`src/rtl/ioport_pkg.sv`:
```
package ioport_pkg;
  typedef enum logic [1:0] {
    RGN_REG   = 2'd0,
    RGN_FLASH = 2'd1,
    RGN_UNDEF = 2'd2
  } region_e;

  typedef enum logic [1:0] {
    ST_IDLE = 2'd0,
    ST_REQ  = 2'd1,
    ST_RSP  = 2'd2
  } wstate_e;
endpackage

```
`src/rtl/ioport_decode.sv`:
```
module ioport_decode
  import ioport_pkg::*;
#(
  parameter int ADDR_W     = 20,
  parameter int BE_W       = 4,
  parameter int REG_SPAN_W = 17
) (
  input  logic [ADDR_W-1:0] addr,
  input  logic [BE_W-1:0]   be_n,
  output region_e           region,
  output logic              lanes_ok,
  output logic              full
);
  localparam int LW = $clog2(BE_W);
  localparam int NSZ = LW + 1;

  logic [BE_W-1:0] strb;
  logic [LW-1:0]   lo;
  logic [NSZ-1:0]  hit;

  assign strb = ~be_n;
  assign lo   = addr[LW-1:0];
  assign full = (be_n == '0);

  always_comb begin
    if (addr[ADDR_W-1])
      region = RGN_FLASH;
    else if (addr[ADDR_W-1:REG_SPAN_W] == '0)
      region = RGN_REG;
    else
      region = RGN_UNDEF;
  end

  for (genvar k = 0; k < NSZ; k++) begin : g_size
    localparam int SZ = 1 << k;
    logic [2*BE_W-1:0] mask;
    assign mask   = {{(2*BE_W-SZ){1'b0}}, {SZ{1'b1}}} << lo;
    assign hit[k] = ((lo & LW'(SZ-1)) == '0) && (mask == {{BE_W{1'b0}}, strb});
  end

  assign lanes_ok = |hit;
endmodule

```
`src/rtl/ioport_addr_reg.sv`:
```
module ioport_addr_reg #(
  parameter int ADDR_W     = 20,
  parameter int LW         = 2,
  parameter int REG_SPAN_W = 17
) (
  input  logic              clk,
  input  logic              rst,
  input  logic              we,
  input  logic [ADDR_W-1:0] wval,
  output logic [ADDR_W-1:0] addr_q
);
  logic in_reg;
  assign in_reg = (wval[ADDR_W-1:REG_SPAN_W] == '0);

  always_ff @(posedge clk) begin
    if (rst)
      addr_q <= '0;
    else if (we)
      addr_q <= in_reg ? {wval[ADDR_W-1:LW], {LW{1'b0}}} : wval;
  end
endmodule

```
`src/rtl/ioport_ctrl.sv`:
```
module ioport_ctrl
  import ioport_pkg::*;
#(
  parameter int ADDR_W = 20,
  parameter int DATA_W = 32,
  parameter int BE_W   = 4
) (
  input  logic              clk,
  input  logic              rst,
  input  logic              h_valid,
  input  logic              h_sel,
  input  logic              h_write,
  input  logic [BE_W-1:0]   h_be_n,
  input  logic [DATA_W-1:0] h_wdata,
  input  logic [ADDR_W-1:0] addr_q,
  input  region_e           region,
  input  logic              lanes_ok,
  input  logic              full,
  output logic              addr_we,
  output logic              h_ready,
  output logic              h_rvalid,
  output logic [DATA_W-1:0] h_rdata,
  output logic              t_req_valid,
  input  logic              t_req_ready,
  output logic [ADDR_W-1:0] t_req_addr,
  output logic              t_req_write,
  output logic [BE_W-1:0]   t_req_strb,
  output logic [DATA_W-1:0] t_req_wdata,
  input  logic              t_rsp_valid,
  input  logic [DATA_W-1:0] t_rsp_data,
  output logic              err
);
  wstate_e state;
  logic acc, data_acc, bad, go;

  assign acc      = h_valid && h_ready;
  assign addr_we  = acc && !h_sel && h_write;
  assign data_acc = acc && h_sel;
  assign bad      = (region == RGN_UNDEF) || ((region == RGN_FLASH) && !lanes_ok);
  assign go       = data_acc && !bad && ((region == RGN_FLASH) || !h_write || full);

  always_ff @(posedge clk) begin
    if (rst) begin
      state       <= ST_IDLE;
      h_ready     <= 1'b1;
      h_rvalid    <= 1'b0;
      h_rdata     <= '0;
      t_req_valid <= 1'b0;
      t_req_addr  <= '0;
      t_req_write <= 1'b0;
      t_req_strb  <= '0;
      t_req_wdata <= '0;
      err         <= 1'b0;
    end else begin
      h_rvalid <= 1'b0;
      unique case (state)
        ST_IDLE: begin
          if (acc && !h_sel && !h_write) begin
            h_rvalid <= 1'b1;
            h_rdata  <= {{(DATA_W-ADDR_W){1'b0}}, addr_q};
          end
          if (data_acc && bad) begin
            err <= 1'b1;
            if (!h_write) begin
              h_rvalid <= 1'b1;
              h_rdata  <= '1;
            end
          end
          if (go) begin
            state       <= ST_REQ;
            h_ready     <= 1'b0;
            t_req_valid <= 1'b1;
            t_req_addr  <= addr_q;
            t_req_write <= h_write;
            t_req_strb  <= (region == RGN_REG) ? '1 : ~h_be_n;
            t_req_wdata <= h_wdata;
          end
        end
        ST_REQ: begin
          if (t_req_ready) begin
            t_req_valid <= 1'b0;
            if (t_req_write) begin
              state   <= ST_IDLE;
              h_ready <= 1'b1;
            end else begin
              state <= ST_RSP;
            end
          end
        end
        ST_RSP: begin
          if (t_rsp_valid) begin
            state    <= ST_IDLE;
            h_ready  <= 1'b1;
            h_rvalid <= 1'b1;
            h_rdata  <= t_rsp_data;
          end
        end
        default: state <= ST_IDLE;
      endcase
    end
  end
endmodule

```
`src/rtl/ioport_window.sv`:
```
module ioport_window
  import ioport_pkg::*;
#(
  parameter int ADDR_W     = 20,
  parameter int DATA_W     = 32,
  parameter int REG_SPAN_W = 17
) (
  input  logic                clk,
  input  logic                rst,
  input  logic                h_valid,
  output logic                h_ready,
  input  logic                h_sel,
  input  logic                h_write,
  input  logic [DATA_W/8-1:0] h_be_n,
  input  logic [DATA_W-1:0]   h_wdata,
  output logic                h_rvalid,
  output logic [DATA_W-1:0]   h_rdata,
  output logic                t_req_valid,
  input  logic                t_req_ready,
  output logic [ADDR_W-1:0]   t_req_addr,
  output logic                t_req_write,
  output logic [DATA_W/8-1:0] t_req_strb,
  output logic [DATA_W-1:0]   t_req_wdata,
  input  logic                t_rsp_valid,
  input  logic [DATA_W-1:0]   t_rsp_data,
  output logic                err
);
  localparam int BE_W = DATA_W / 8;
  localparam int LW   = $clog2(BE_W);

  logic [ADDR_W-1:0] addr_q;
  logic              addr_we;
  region_e           region;
  logic              lanes_ok, full;

  ioport_addr_reg #(.ADDR_W(ADDR_W), .LW(LW), .REG_SPAN_W(REG_SPAN_W)) areg_i (
    .clk(clk), .rst(rst), .we(addr_we), .wval(h_wdata[ADDR_W-1:0]), .addr_q(addr_q)
  );

  ioport_decode #(.ADDR_W(ADDR_W), .BE_W(BE_W), .REG_SPAN_W(REG_SPAN_W)) dec_i (
    .addr(addr_q), .be_n(h_be_n), .region(region), .lanes_ok(lanes_ok), .full(full)
  );

  ioport_ctrl #(.ADDR_W(ADDR_W), .DATA_W(DATA_W), .BE_W(BE_W)) ctrl_i (
    .clk(clk), .rst(rst), .h_valid(h_valid), .h_sel(h_sel), .h_write(h_write),
    .h_be_n(h_be_n), .h_wdata(h_wdata), .addr_q(addr_q), .region(region),
    .lanes_ok(lanes_ok), .full(full), .addr_we(addr_we), .h_ready(h_ready),
    .h_rvalid(h_rvalid), .h_rdata(h_rdata), .t_req_valid(t_req_valid),
    .t_req_ready(t_req_ready), .t_req_addr(t_req_addr), .t_req_write(t_req_write),
    .t_req_strb(t_req_strb), .t_req_wdata(t_req_wdata), .t_rsp_valid(t_rsp_valid),
    .t_rsp_data(t_rsp_data), .err(err)
  );
endmodule

```
`config.mk`:
```
export PLATFORM = sky130hd
export DESIGN_NAME = ioport_window
export DESIGN_NICKNAME = d
export VERILOG_FILES = /design/src/rtl/ioport_pkg.sv /design/src/rtl/ioport_decode.sv /design/src/rtl/ioport_addr_reg.sv /design/src/rtl/ioport_ctrl.sv /design/src/rtl/ioport_window.sv
export SDC_FILE = /design/constraint.sdc
export NUM_CORES = 1
export LEC_CHECK = 0
export ABC_AREA = 1
export ABC_CLOCK_PERIOD_IN_PS = 1900
export BUFFER_PORTS_ARGS = -buffer_cell sky130_fd_sc_hd__buf_2
export CORE_UTILIZATION = 46
export DETAILED_ROUTE_END_ITERATION = 10
export GPL_ROUTABILITY_DRIVEN = 0
export PLACE_DENSITY = 0.76
export SLEW_MARGIN = 10
export SYNTH_ARGS = -nofsm -noshare
export SYNTH_HDL_FRONTEND = slang
export SYNTH_SLANG_ARGS = --single-unit
export TNS_END_PERCENT = 1
```
`constraint.sdc`:
```
create_clock -name clk -period 1.9 [get_ports clk]
set_input_delay 0.19 -clock clk [delete_from_list [all_inputs] [get_ports clk]]
set_output_delay 0.19 -clock clk [all_outputs]
set_load 0.02 [all_outputs]
```
# [Yosys cells after proc, flatten, opt, wreduce, memory -nomap -nowiden]
# Index checks and enable logic that the tools add are counted.
[totals] word_cells=88 inputBits=75 ff_bits=115 out_inout_bits=93
[classes] bitwise_logic=1 n_reduce_logical=35 n_mux=27 shifts=3 n_eq_ne=11
[ops] op="$mux W32" n=4
[ops] op="$pmux W32 S2" n=1
[ops] op="$eq A8 B4 Y1" n=3
[ops] op="$mux W2" n=7
[ops] op="$logic_and A1 B1 Y1" n=11
[ops] op="$mux W1" n=10
[ops] op="$logic_not A2 Y1" n=4
[ops] op="$shl A1 B2 Y8 const A" n=1
[ops] op="$shl A2 B2 Y8 const A" n=1
[ops] op="$shl A4 B2 Y8 const A" n=1
[ops] op="$logic_not A3 Y1" n=2
[ops] op="$pmux W2 S3" n=1
[ops] op="$reduce_and A2 Y1" n=3
[ops] op="$reduce_and A3 Y1" n=2
[ops] op="$reduce_and A5 Y1" n=1
[ops] op="$eq A2 B1 Y1 const B" n=2
[ops] op="$eq A2 B2 Y1 const B" n=2
[ops] op="$logic_not A1 Y1" n=4
[ops] op="$logic_not A4 Y1" n=1
[ops] op="$mux W4" n=1
[ops] op="$ne A2 B1 Y1 const B" n=2
[ops] op="$ne A2 B2 Y1 const B" n=2
[ops] op="$not A4 Y4" n=1
[ops] op="$pmux W1 S2" n=2
[ops] op="other kinds (5)" n=8

# [Logic depth before layout (Yosys ltp)]
# Gate-level depths: netlist (run 1).
[logic_depth] depth_word=12 mapped_depth=17 mapped_depth_nobuf=16

# [Cells and area by module]
# From an unflattened synthesis (run 1), not the netlist that was laid out.
[hier_totals] cells_unflattened=829 area_unflattened_um2=5487.8
[by_module_without_submodules] module="ioport_ctrl" area_each_um2=4514.3 seq_area_each_um2=1901.8 cells_each=686 n_inst=1
[by_module_without_submodules] module="ioport_addr_reg" area_each_um2=708.2 seq_area_each_um2=400.4 cells_each=89 n_inst=1
[by_module_without_submodules] module="ioport_decode" area_each_um2=265.3 seq_area_each_um2=0.0 cells_each=54 n_inst=1

# [Least setup slack after synthesis (run 1)]
# No wires, ideal clock.
[synth_timing] kind="register -> register" from="reg areg_i.addr_q[1]" to="reg ctrl_i.t_req_addr[1]" setup_slack_ps=-56 synth_period_minus_slack_ps=1956 path_stages_with_launch=17 required_ps=1780 arrival_ps=1836 setup_time_ps=120 path_buffers=2 path_cell_list="dfxtp_1 -> inv_1 -> ha_1 -> nand2_1 -> nand2_1 -> nor2_1 -> nand2_1 -> nand2_1 -> nand2_1 -> nand2_1 -> nand2_2 -> nand2_4 -> nand3_4 -> inv_4 -> buf_6 -> buf_12 -> a21oi_2"
[synth_via] elab_chain_cells=11 elab_cells_between_ends=17 cone_classes="eq/ne (3); shift (3); reduce/logical (11)"
[synth_lines] item="start, declared" line_no="ioport_addr_reg.sv:10" text="output logic [ADDR_W-1:0] addr_q"
[synth_lines] item="start signal, assigned" line_no="ioport_addr_reg.sv:19" text="addr_q <= in_reg ? {wval[ADDR_W-1:LW], {LW{1'b0}}} : wval;"
[synth_lines] item="$shl A2 B2 Y8 or $shl A4 B2 Y8 (tied branches)" line_no="ioport_decode.sv:37" text="assign mask = {{(2*BE_W-SZ){1'b0}}, {SZ{1'b1}}} << lo;"
[synth_lines] item="$eq A8 B4 Y1" line_no="ioport_decode.sv:38" text="assign hit[k] = ((lo & LW'(SZ-1)) == '0) && (mask == {{BE_W{1'b0}}, strb});"
[synth_lines] item="$logic_and A1 B1 Y1" line_no="ioport_decode.sv:38"
[synth_lines] item="$reduce_or A3 Y1" line_no="ioport_decode.sv:41" text="assign lanes_ok = |hit;"
[synth_lines] item="$logic_not A1 Y1" line_no="ioport_ctrl.sv:39" text="assign bad = (region == RGN_UNDEF) || ((region == RGN_FLASH) && !lanes_ok);"
[synth_lines] item="$logic_and A1 B1 Y1" line_no="ioport_ctrl.sv:39"
[synth_lines] item="$logic_or A1 B1 Y1" line_no="ioport_ctrl.sv:39"
[synth_lines] item="$logic_not A1 Y1" line_no="ioport_ctrl.sv:40" text="assign go = data_acc && !bad && ((region == RGN_FLASH) || !h_write || full);"
[synth_lines] item="$logic_and A1 B1 Y1 (2 in series)" line_no="ioport_ctrl.sv:40"
[synth_lines] item="$reduce_and A2 Y1 (no source line)"
[synth_lines] item="end signal, assigned" line_no="ioport_ctrl.sv:73" text="t_req_addr <= addr_q;"
[synth_lines] item="end, declared" line_no="ioport_ctrl.sv:25" text="output logic [ADDR_W-1:0] t_req_addr,"
# Several ways; a longest one is shown, not always the timed one.
# A chain may end at the register's enable or synchronous reset.

# [Worst setup path after layout (run 1)]
[layout_timing] from="reg areg_i.addr_q[1]" to="reg ctrl_i.t_req_addr[17]"
[layout_via] elab_chain_cells=11 elab_cells_between_ends=17 cone_classes="eq/ne (3); shift (3); reduce/logical (11)"
[layout_lines] item="$shl A2 B2 Y8 or $shl A4 B2 Y8 (tied branches)" line_no="ioport_decode.sv:37"
[layout_lines] item="$eq A8 B4 Y1" line_no="ioport_decode.sv:38"
[layout_lines] item="$logic_and A1 B1 Y1" line_no="ioport_decode.sv:38"
[layout_lines] item="$reduce_or A3 Y1 *" line_no="ioport_decode.sv:41"
[layout_lines] item="$logic_not A1 Y1 *" line_no="ioport_ctrl.sv:39"
[layout_lines] item="$logic_and A1 B1 Y1 *" line_no="ioport_ctrl.sv:39"
[layout_lines] item="$logic_or A1 B1 Y1 *" line_no="ioport_ctrl.sv:39"
[layout_lines] item="$logic_not A1 Y1 *" line_no="ioport_ctrl.sv:40"
[layout_lines] item="$logic_and A1 B1 Y1 * (2 in series)" line_no="ioport_ctrl.sv:40"
[layout_lines] item="$reduce_and A2 Y1 (no source line) *"
# Every way passes the cells marked *; elsewhere a longest branch is shown, timed or not.

==> metrics.md, run 1 <==
| Metric | Value |
|---|---|
| Tcrit/Tclk final | `100.9%` |
| GRT busiest layer | `met2` |
| Hold Path Class | `in -> reg` |
| Layout Utilization | `64.78%` |
| Vias in the first global route | `4468` |
| Initial core utilization | `a little under half` |
| GRT Util Overall | `between 20% and 30%` |
| Layout Nets | `slightly below 1000` |
| Core box area | `10940 sq um` |
| Hold path endpoint | `ctrl_i.t_req_wdata[21]` |
| Crit path top cell by count | `nand2_1` |
| Tot Pwr | `between 10 and 15 mW` |
| Worst IR Drop VDD | `1.096 mV` |
| CTS root buf | `clkbuf_16` |
| TritonCTS clock tree | `yes` |
| First-pass GRT wire length | `21.94 mm` |
| Routed vias | `5143` |
| Iter 0 DRT Violations | `~400` |
| Reg clk slew, reported paths | `0.06 ns` |
| Worst Min Path Start | `h_wdata[21]` |
| Worst R2R Setup Slack | `-0.02 ns` |
| Setup Skew | `0.01224 ns` |
| Min Hold Slack | `between 0.02 and 0.03 ns` |
| Met3 usage | `5.546%` |
| Ant. Diodes | `0` |
| Register bit total from synthesis | `115` |
| Routed wire length | `about 14 mm` |
| # setup viols final | `10` |
| P per Cell Area | `~1600 nW/um^2` |
| Register area share after synthesis | `44.08%` |
| Layout cells sized above 1 | `roughly a third` |
| Setup CP Type | `reg -> reg` |
| Worst-skew pair later-pin latency | `about 0.41 ns` |
| Hold path depth | `3` |
| Mapped cell area | `between 5000 and 6000 sq um` |
| I/O Pins | `168` |
| Die area | `roughly 12000 sq um` |
| Syn Inst Count | `715` |
| Grt met1 use | `approximately a third` |
| DP Worst Slack | `-0.07007 ns` |
| Drt pass-1 iters | `5` |
| H-tree level count | `4` |
| DRC violations left | `0` |
| Num rows | `38` |
| Largest net degree at the start of global routing | `71` |
| Leak pwr | `3.214 nW` |
| Failing checks | `setup timing` |
| DP Wirelength | `8.955 mm` |
| Relative slew margins | `43.46%` |
| Critical path's largest stage delay | `between 0.3 and 0.4 ns` |
| Die W | `~110 microns` |
| Fin area | `between 7000 and 8000 sq um` |
| RSZ-0062 raised after global routing | `yes` |
| Synth unique cells | `30` |
| Vias per Instance | `approximately 5` |
| Cell Chain, Critical Path | `inv_2, ha_4, nor2_1, nor2_1, nand2_1, nand2_1, nand2_1, nand2_1, nand2_2, nand2_4, nand3_4, clkinv_8, clkbuf_16, o21ai_1, a21oi_2` |
| CP Capture Type | `register` |
| Crit path time final | `1.917 ns` |
| Least-Margin Pin Slew | `0.8481 ns` |
| Met2 Usage GRT | `a little over a third` |
| Status | `finished, violations left` |
| TNS Setup | `-0.07087 ns` |
| Crit path required time | `roughly 2.2 ns` |
| Mapped Avg Cell Area | `roughly 7.3 sq um` |
| Slowest CP cell | `dfxtp_2` |
| Overflow after GRT | `0` |
| Final slew viol count | `0` |
| Reg2reg start | `areg_i.addr_q[1]` |
| Clock Sinks | `115` |
| Placed cell areas | `roughly 6200 sq um` |
| WP data arrival | `around 2.2 ns` |
| Max-cap violations | `0` |
| Crit-path max FO | `10` |
| Startpoint Class | `register` |
| Number of CTS-inserted buffers | `17` |
| Die Ht | `108.6 microns` |
| Fill count | `953` |
| Reg2Reg Depth | `15` |
| DR WL/cell | `about 14 microns` |
| Area Growth Syn to Fin | `35.65%` |
| Initial antenna violation count | `0` |
| Final Hold Viols | `0` |
| Reg-to-Reg End | `ctrl_i.t_req_addr[17]` |
| Fmax | `roughly 0.52 GHz` |
| PortBufs | `167` |
| Maximum buffer depth of the clock tree | `2` |
| Placed Cells | `roughly 1000` |
| Non-filler cells, final | `roughly 1000` |
| Worst setup margin | `-0.01674 ns` |
| Syn nets | `about 800` |
| Antenna-violating nets left | `0` |
| Syn. warnings | `0` |
-- synthesized netlist by cell type --
library cell	instances	area, sq um
nand2_1	195	732.0
dfxtp_1	115	2302
a21oi_1	103	515.5
nor2_1	85	319.1
inv_1	34	127.6
clkbuf_1	31	116.4
o21ai_1	24	120.1
a211oi_1	22	165.2
o21ai_0	21	105.1
a21oi_2	20	175.2
nand3_1	13	65.06
buf_6	9	101.4
ha_1	9	112.6
nor3_1	5	25.02
buf_2	4	20.02
buf_4	4	30.03
inv_2	3	11.26
xor2_1	3	26.28
buf_12	2	40.04
nand2_4	2	22.52
xnor2_1	2	17.52
a31oi_1	1	6.260
inv_4	1	6.260
nand2_2	1	6.260
nand3_4	1	17.52
nand4_1	1	6.260
nor2_2	1	6.260
nor2_4	1	11.26
or2_2	1	6.260
or3_1	1	6.260
-- worst max-delay path by stage --
stage | start | endpoint | depth (start not counted)
final | areg_i.addr_q[1] | ctrl_i.t_req_addr[17] | 15
after global routing | areg_i.addr_q[0] | ctrl_i.t_req_addr[11] | 16
after CTS | areg_i.addr_q[1] | ctrl_i.t_req_wdata[6] | 17
after detailed placement | areg_i.addr_q[0] | ctrl_i.state[0] | 16
after global placement | areg_i.addr_q[0] | ctrl_i.t_req_addr[2] | 16
after floorplan | areg_i.addr_q[0] | ctrl_i.t_req_addr[19] | 16
-- layer usage --
metal	vias to the layer above	part of all wire [%]
met5	-	0
met4	0	1.2
met3	10	5.7
met2	164	45
met1	2313	48
li1	2656	-
-- cells in the final DEF (no fill, tap or decap), types with 2 or more instances in the layout --
cell / n
nand2_1: 187
o21ai_0: 19
nand2_2: 9
ha_2: 2
nand2_4: 2
a211oi_1: 22
ha_1: 5
nor2_1: 85
bufinv_16: 3
a21oi_2: 32
a21oi_1: 90
xor2_1: 3
xnor2_1: 2
inv_1: 33
buf_4: 14
inv_6: 7
buf_2: 167
dfxtp_1: 113
nand3_1: 13
o21ai_1: 23
clkinvlp_4: 3
o21ai_2: 3
inv_2: 3
clkbuf_16: 18
nor3_2: 4
buf_12: 10
ha_4: 2
-- logic make-up (layout without fill, tap and decap cells) --
family	count (synthesis)	after routing	synth area share (%)
XOR/XNOR	5	5	0.8387
AND/OR/NAND/NOR	307	307	23.43
adder cells (fa/ha/maj)	9	9	2.156
AO/OA/AOI/OAI	191	191	20.82
buffers and inverters	88	265	8.673
flip-flops	115	115	44.08
-- critical path, delay by kind of cell (launching register included) --
family	cells	cell delay (ns)
compound gates	2	0.18
simple gates	9	0.64
fa+ha+maj	1	0.22
flops	1	0.33
buf+inv	3	0.43
-- registers in the layout (all words and copies together), names as in the netlist --
signal / count
ctrl_i.t_req_strb: 4
ctrl_i.t_req_write: 1
ctrl_i.state: 2
ctrl_i.t_req_wdata: 32
areg_i.addr_q: 20
ctrl_i.h_ready: 1
ctrl_i.err: 1
ctrl_i.t_req_addr: 20
ctrl_i.h_rdata: 32
ctrl_i.h_rvalid: 1
ctrl_i.t_req_valid: 1
-- cell type report --
| cell class | instances | area, sq um | share of cell area (%) |
|---|---|---|---|
| Multi-Input combinational cell | 512 | 2605 | 36.77 |
| Tap cell | 140 | 175.2 | 2.473 |
| Clock buffer | 17 | 425.4 | 6.005 |
| Sequential cell | 115 | 2307 | 32.57 |
| Timing Repair Buffer | 195 | 1220 | 17.22 |
| Clock inverter | 15 | 193.9 | 2.738 |
| Inverter | 38 | 157.7 | 2.225 |
-- timing repair --
action | 4_1_cts | 5_1_grt
pin swaps | 1 | 4
cloned | 2 | 1
gates resized for setup | 11 | 33
setup endpoints to repair | 93 | 94
setup buffers | 2 | 0
hold buffers | 0 | 0
-- where the power goes --
| group | leakage, nW | internal (mW) | switching [mW] |
|---|---|---|---|
| clock | 0.294 | 2.10 | 1.26 |
| combinational | 1.98 | 1.78 | 2.90 |
| sequential | 0.937 | 2.95 | 0.360 |
| total | 3.21 | 6.83 | 4.52 |
Note: power is estimated with default switching activity, not from simulation.
==> run 2, diff against run 1 <==
--- a/config.mk
+++ b/config.mk
@@ -5,13 +5,12 @@
 export SDC_FILE = /design/constraint.sdc
 export NUM_CORES = 1
 export LEC_CHECK = 0
-export ABC_AREA = 1
-export ABC_CLOCK_PERIOD_IN_PS = 1900
+export ABC_CLOCK_PERIOD_IN_PS = 1600
 export BUFFER_PORTS_ARGS = -buffer_cell sky130_fd_sc_hd__buf_2
-export CORE_UTILIZATION = 46
+export CORE_UTILIZATION = 47
 export DETAILED_ROUTE_END_ITERATION = 10
 export GPL_ROUTABILITY_DRIVEN = 0
-export PLACE_DENSITY = 0.76
+export PLACE_DENSITY = 0.77
 export SLEW_MARGIN = 10
 export SYNTH_ARGS = -nofsm -noshare
 export SYNTH_HDL_FRONTEND = slang
==> constraint.sdc (replaced) <==
create_clock -name clk -period 1.6 [get_ports clk]
set_input_delay 0.16 -clock clk [delete_from_list [all_inputs] [get_ports clk]]
set_output_delay 0.16 -clock clk [all_outputs]
set_load 0.02 [all_outputs]
==> metrics.md, run 2 <==
| Metric | Value |
|---|---|
| Biggest regs | `ctrl_i.h_rdata x32, ctrl_i.t_req_wdata x32 (unchanged)` |
| Synth top cells by count | `dfxtp_1, a21oi_1, nand2_1 (was nand2_1, dfxtp_1, a21oi_1)` |
| Fin area | `7985 sq um (was 7084 sq um)` |
| I/O Pins | `168 (unchanged)` |
| TNS Setup | `-45.35 ns (was -0.07087 ns)` |
| Hold Path Class | `in -> reg (unchanged)` |
| Synth Area in Compound Gates | `35.80% (was 20.82%)` |
| Crit path top cell by count | `buf_4 (was nand2_1)` |
| # Post-CTS Setup Buffers | `0 (was 2)` |
| Number of synthesized flops with an enable pin | `0 (unchanged)` |
| Die W | `110.5 microns (was 108.6 microns)` |
| Mapped Avg Cell Area | `8.873 sq um (was 7.304 sq um)` |
| TritonCTS clock tree | `yes (unchanged)` |
| Post-Synth Simple-Gate Area | `8.520% (was 23.43%)` |
| Crit path time final | `2.219 ns (was 1.917 ns)` |
| CP Capture Type | `register (unchanged)` |
| Iter 0 DRT Violations | `769 (was 404)` |
| Overflow after GRT | `0 (unchanged)` |
| Layout cells sized above 1 | `41.67% (was 32.85%)` |
| Setup CP Type | `reg -> reg (unchanged)` |
| Multiplexer share of the synthesized area | `4.610% (was 0%)` |
| Largest net degree at the start of global routing | `59 (was 71)` |
| First-pass GRT wire length | `31.15 mm (was 21.94 mm)` |
| Max-cap violations | `0 (unchanged)` |
| Largest cells by area after synthesis | `dfxtp_1, a21oi_1, o2111ai_1 (was dfxtp_1, nand2_1, a21oi_1)` |
| Num rows | `39 (was 38)` |
| Setup Skew | `0.01087 ns (was 0.01224 ns)` |
| DRC violations left | `0 (unchanged)` |
| Commonest non-fill, non-tap cell in the layout | `buf_2 (was nand2_1)` |
| WP data arrival | `2.51 ns (was 2.21 ns)` |
| Routed vias | `6250 (was 5143)` |
| Yosys top cell area share | `41.58% (was 44.08%)` |
| Crit path required time | `1.89 ns (was 2.19 ns)` |
| Reg clk slew, reported paths | `0.06 ns (about the same)` |
| Startpoint Class | `register (unchanged)` |
| Least-Margin Pin Slew | `0.5626 ns (was 0.8481 ns)` |
| Routed wl met2 | `9.587 mm (was 6.325 mm)` |
| GRT Util Overall | `31.57% (was 23.91%)` |
| Syn Inst Count | `624 (was 715)` |
| Async S/R FF share, synth | `0% (unchanged)` |
| Syn nets | `708 (was 799)` |
| Worst-skew pair later-pin latency | `0.41 ns (about the same)` |
| Synthesized-area fraction occupied by adder cells | `2.034% (was 2.156%)` |
| # setup viols final | `95 (was 10)` |
| Initial antenna violation count | `0 (unchanged)` |
| Clock Sinks | `115 (unchanged)` |
| Vias in the first global route | `6027 (was 4468)` |
| Leak pwr | `3.111 nW (was 3.214 nW)` |
| Failing checks | `setup timing (unchanged)` |
| Worst IR Drop VDD | `0.7209 mV (was 1.096 mV)` |
| Post-Synth XOR/XNOR Area | `1.266% (was 0.8385%)` |
| Maximum buffer depth of the clock tree | `2 (unchanged)` |
| Initial core utilization | `48.28% (was 47.76%)` |
| Crit-path max FO | `7 (was 10)` |
| Top_reg_cell synth | `dfxtp_1 (unchanged)` |
| CTS root buf | `clkbuf_16 (unchanged)` |
| P per Cell Area | `1063 nW/um^2 (was 1603 nW/um^2)` |
| RSZ-0062 raised after global routing | `yes (unchanged)` |
| Ant. Diodes | `0 (unchanged)` |
| DP Wirelength | `12.62 mm (was 8.955 mm)` |
| Routed wire length | `19.45 mm (was 14.01 mm)` |
| Layout Utilization | `69.63% (was 64.78%)` |
| Mapped cell area | `5537 sq um (was 5223 sq um)` |
| Syn. warnings | `0 (unchanged)` |
| Placed cell areas | `7056 sq um (was 6233 sq um)` |
| Tcrit/Tclk final | `138.7% (was 100.9%)` |
| DR WL/cell | `20.03 microns (was 13.57 microns)` |
| Status | `finished, violations left (unchanged)` |
| Drt pass-1 iters | `8 (was 5)` |
| CP Buf/Inv Count | `4 (was 3)` |
| Slowest CP cell | `nor4_4 (was dfxtp_2)` |
| Synth unique cells | `38 (was 30)` |
| Final slew viol count | `0 (unchanged)` |
| Cell Chain, Critical Path | `inv_6, ha_4, xnor2_4, nor4b_4, buf_6, nor4_4, nor3_2, buf_4, buf_4, a32o_1 (was inv_2, ha_4, nor2_1, nor2_1, nand2_1, nand2_1, nand2_1, nand2_1, nand2_2, nand2_4, nand3_4, clkinv_8, clkbuf_16, o21ai_1, a21oi_2)` |
| Layout Nets | `899 (was 963)` |
| Commonest cells after routing, fill and taps aside | `buf_2, dfxtp_1, a21oi_1 (was nand2_1, buf_2, dfxtp_1)` |
| PortBufs | `167 (unchanged)` |
| H-tree level count | `4 (unchanged)` |
| Top-count cell post-synth | `dfxtp_1 (was nand2_1)` |
| Largest family of logic cells by synthesized area | `compound AO/OA/AOI/OAI gates (was simple AND/OR/NAND/NOR gates)` |
| Tot Pwr | `8.489 mW (was 11.35 mW)` |
| Register area share after synthesis | `41.58% (was 44.08%)` |
| Fmax | `0.4506 GHz (was 0.5217 GHz)` |
| Top delay family on crit path | `simple AND/OR/NAND/NOR gates (unchanged)` |
| Die area | `12220 sq um (was 11780 sq um)` |
| Final Hold Viols | `0 (unchanged)` |
| Met3 WL | `1.463 mm (was 794 microns)` |
| Register bit total from synthesis | `115 (unchanged)` |
| Worst setup margin | `-0.6191 ns (was -0.01674 ns)` |
| DR top layer | `met4 (unchanged)` |
| Relative slew margins | `62.49% (was 43.46%)` |
| Met1 Wirelength | `7.948 mm (was 6.720 mm)` |
| Cell taking the most area after synthesis | `dfxtp_1 (unchanged)` |
| Number of CTS-inserted buffers | `17 (unchanged)` |
| Vias per Instance | `6.437 (was 4.984)` |
| Die Ht | `110.5 microns (was 108.6 microns)` |
| DP Worst Slack | `-0.6211 ns (was -0.07007 ns)` |
| Area Growth Syn to Fin | `44.23% (was 35.65%)` |
| Antenna-violating nets left | `0 (unchanged)` |
| Core box area | `11470 sq um (was 10940 sq um)` |
| Critical path's largest stage delay | `0.47 ns (was 0.33 ns)` |
-- run 2: cell type report --
cell class                 instances  area [sq um]
fill                             848          3482
clock inverter                    12         155.1
sequential                       115          2310
timing repair buffer             248          1594
inverter                          10         45.04
tap                              143         178.9
multi-input combinational        423          3256
clock buffer                      20         446.7
-- run 2: metrics by stage --
stage | hold slack [ns] | cells
floorplan | 0.2960 | 624
global placement | 0.4269 | 939
detailed placement | 0.4290 | 939
CTS | 0.0004845 | 971
global route | 0.006718 | 971
finish | 0.01487 | 971
-- run 2: worst reg2reg max path: stages (launching register included) --
cell	delay, ns
dfxtp_4	0.39
inv_6	0.05
ha_4	0.25
xnor2_4	0.15
nor4b_4	0.07
buf_6	0.14
nor4_4	0.47
nor3_2	0.08
buf_4	0.17
buf_4	0.12
a32o_1	0.20
-- run 2: final timing paths --
| path | from | to | slack, ns | cells after the start |
|---|---|---|---|---|
| hold / removal | h_wdata[16] | areg_i.addr_q[16] | 0.01 | 3 |
| hold reg to reg | ctrl_i.t_req_wdata[24] | ctrl_i.t_req_wdata[24] | 0.47 | 2 |
| setup reg to reg | areg_i.addr_q[0] | ctrl_i.state[0] | -0.62 | 10 |
| setup / recovery | areg_i.addr_q[0] | ctrl_i.state[0] | -0.62 | 10 |
-- run 2: logic make-up (layout without fill, tap and decap cells) --
group                      after synthesis  count (layout)
muxes                                   25              25
adders and majority gates                9               9
and+or+nand+nor                         99              99
buffers and inverters                   86             290
xor gates and xnor gates                 8               8
DFF                                    115             115
AOI/OAI and AO/OA                      282             282
-- run 2: power breakdown --
part	switching, mW	internal [mW]
clock	1.40	2.50
sequential	0.101	2.99
combinational	0.932	0.577
-- run 2: routing by layer --
| layer | GRT usage (%) | up-vias |
|---|---|---|
| met5 | 0 | - |
| met4 | 13.87 | 0 |
| met1 | 41.08 | 2992 |
| met3 | 6.586 | 46 |
| met2 | 50.48 | 385 |
| li1 | - | 2827 |
-- run 2: repair_timing --
| action | 4_1_cts | 5_1_grt |
|---|---|---|
| gates resized for setup | 43 | 23 |
| hold endpoints to repair | 0 | 0 |
| setup endpoints to repair | 95 | 95 |
| gates cloned | 0 | 0 |
| hold buffers | 0 | 0 |
| pin swaps | 16 | 19 |
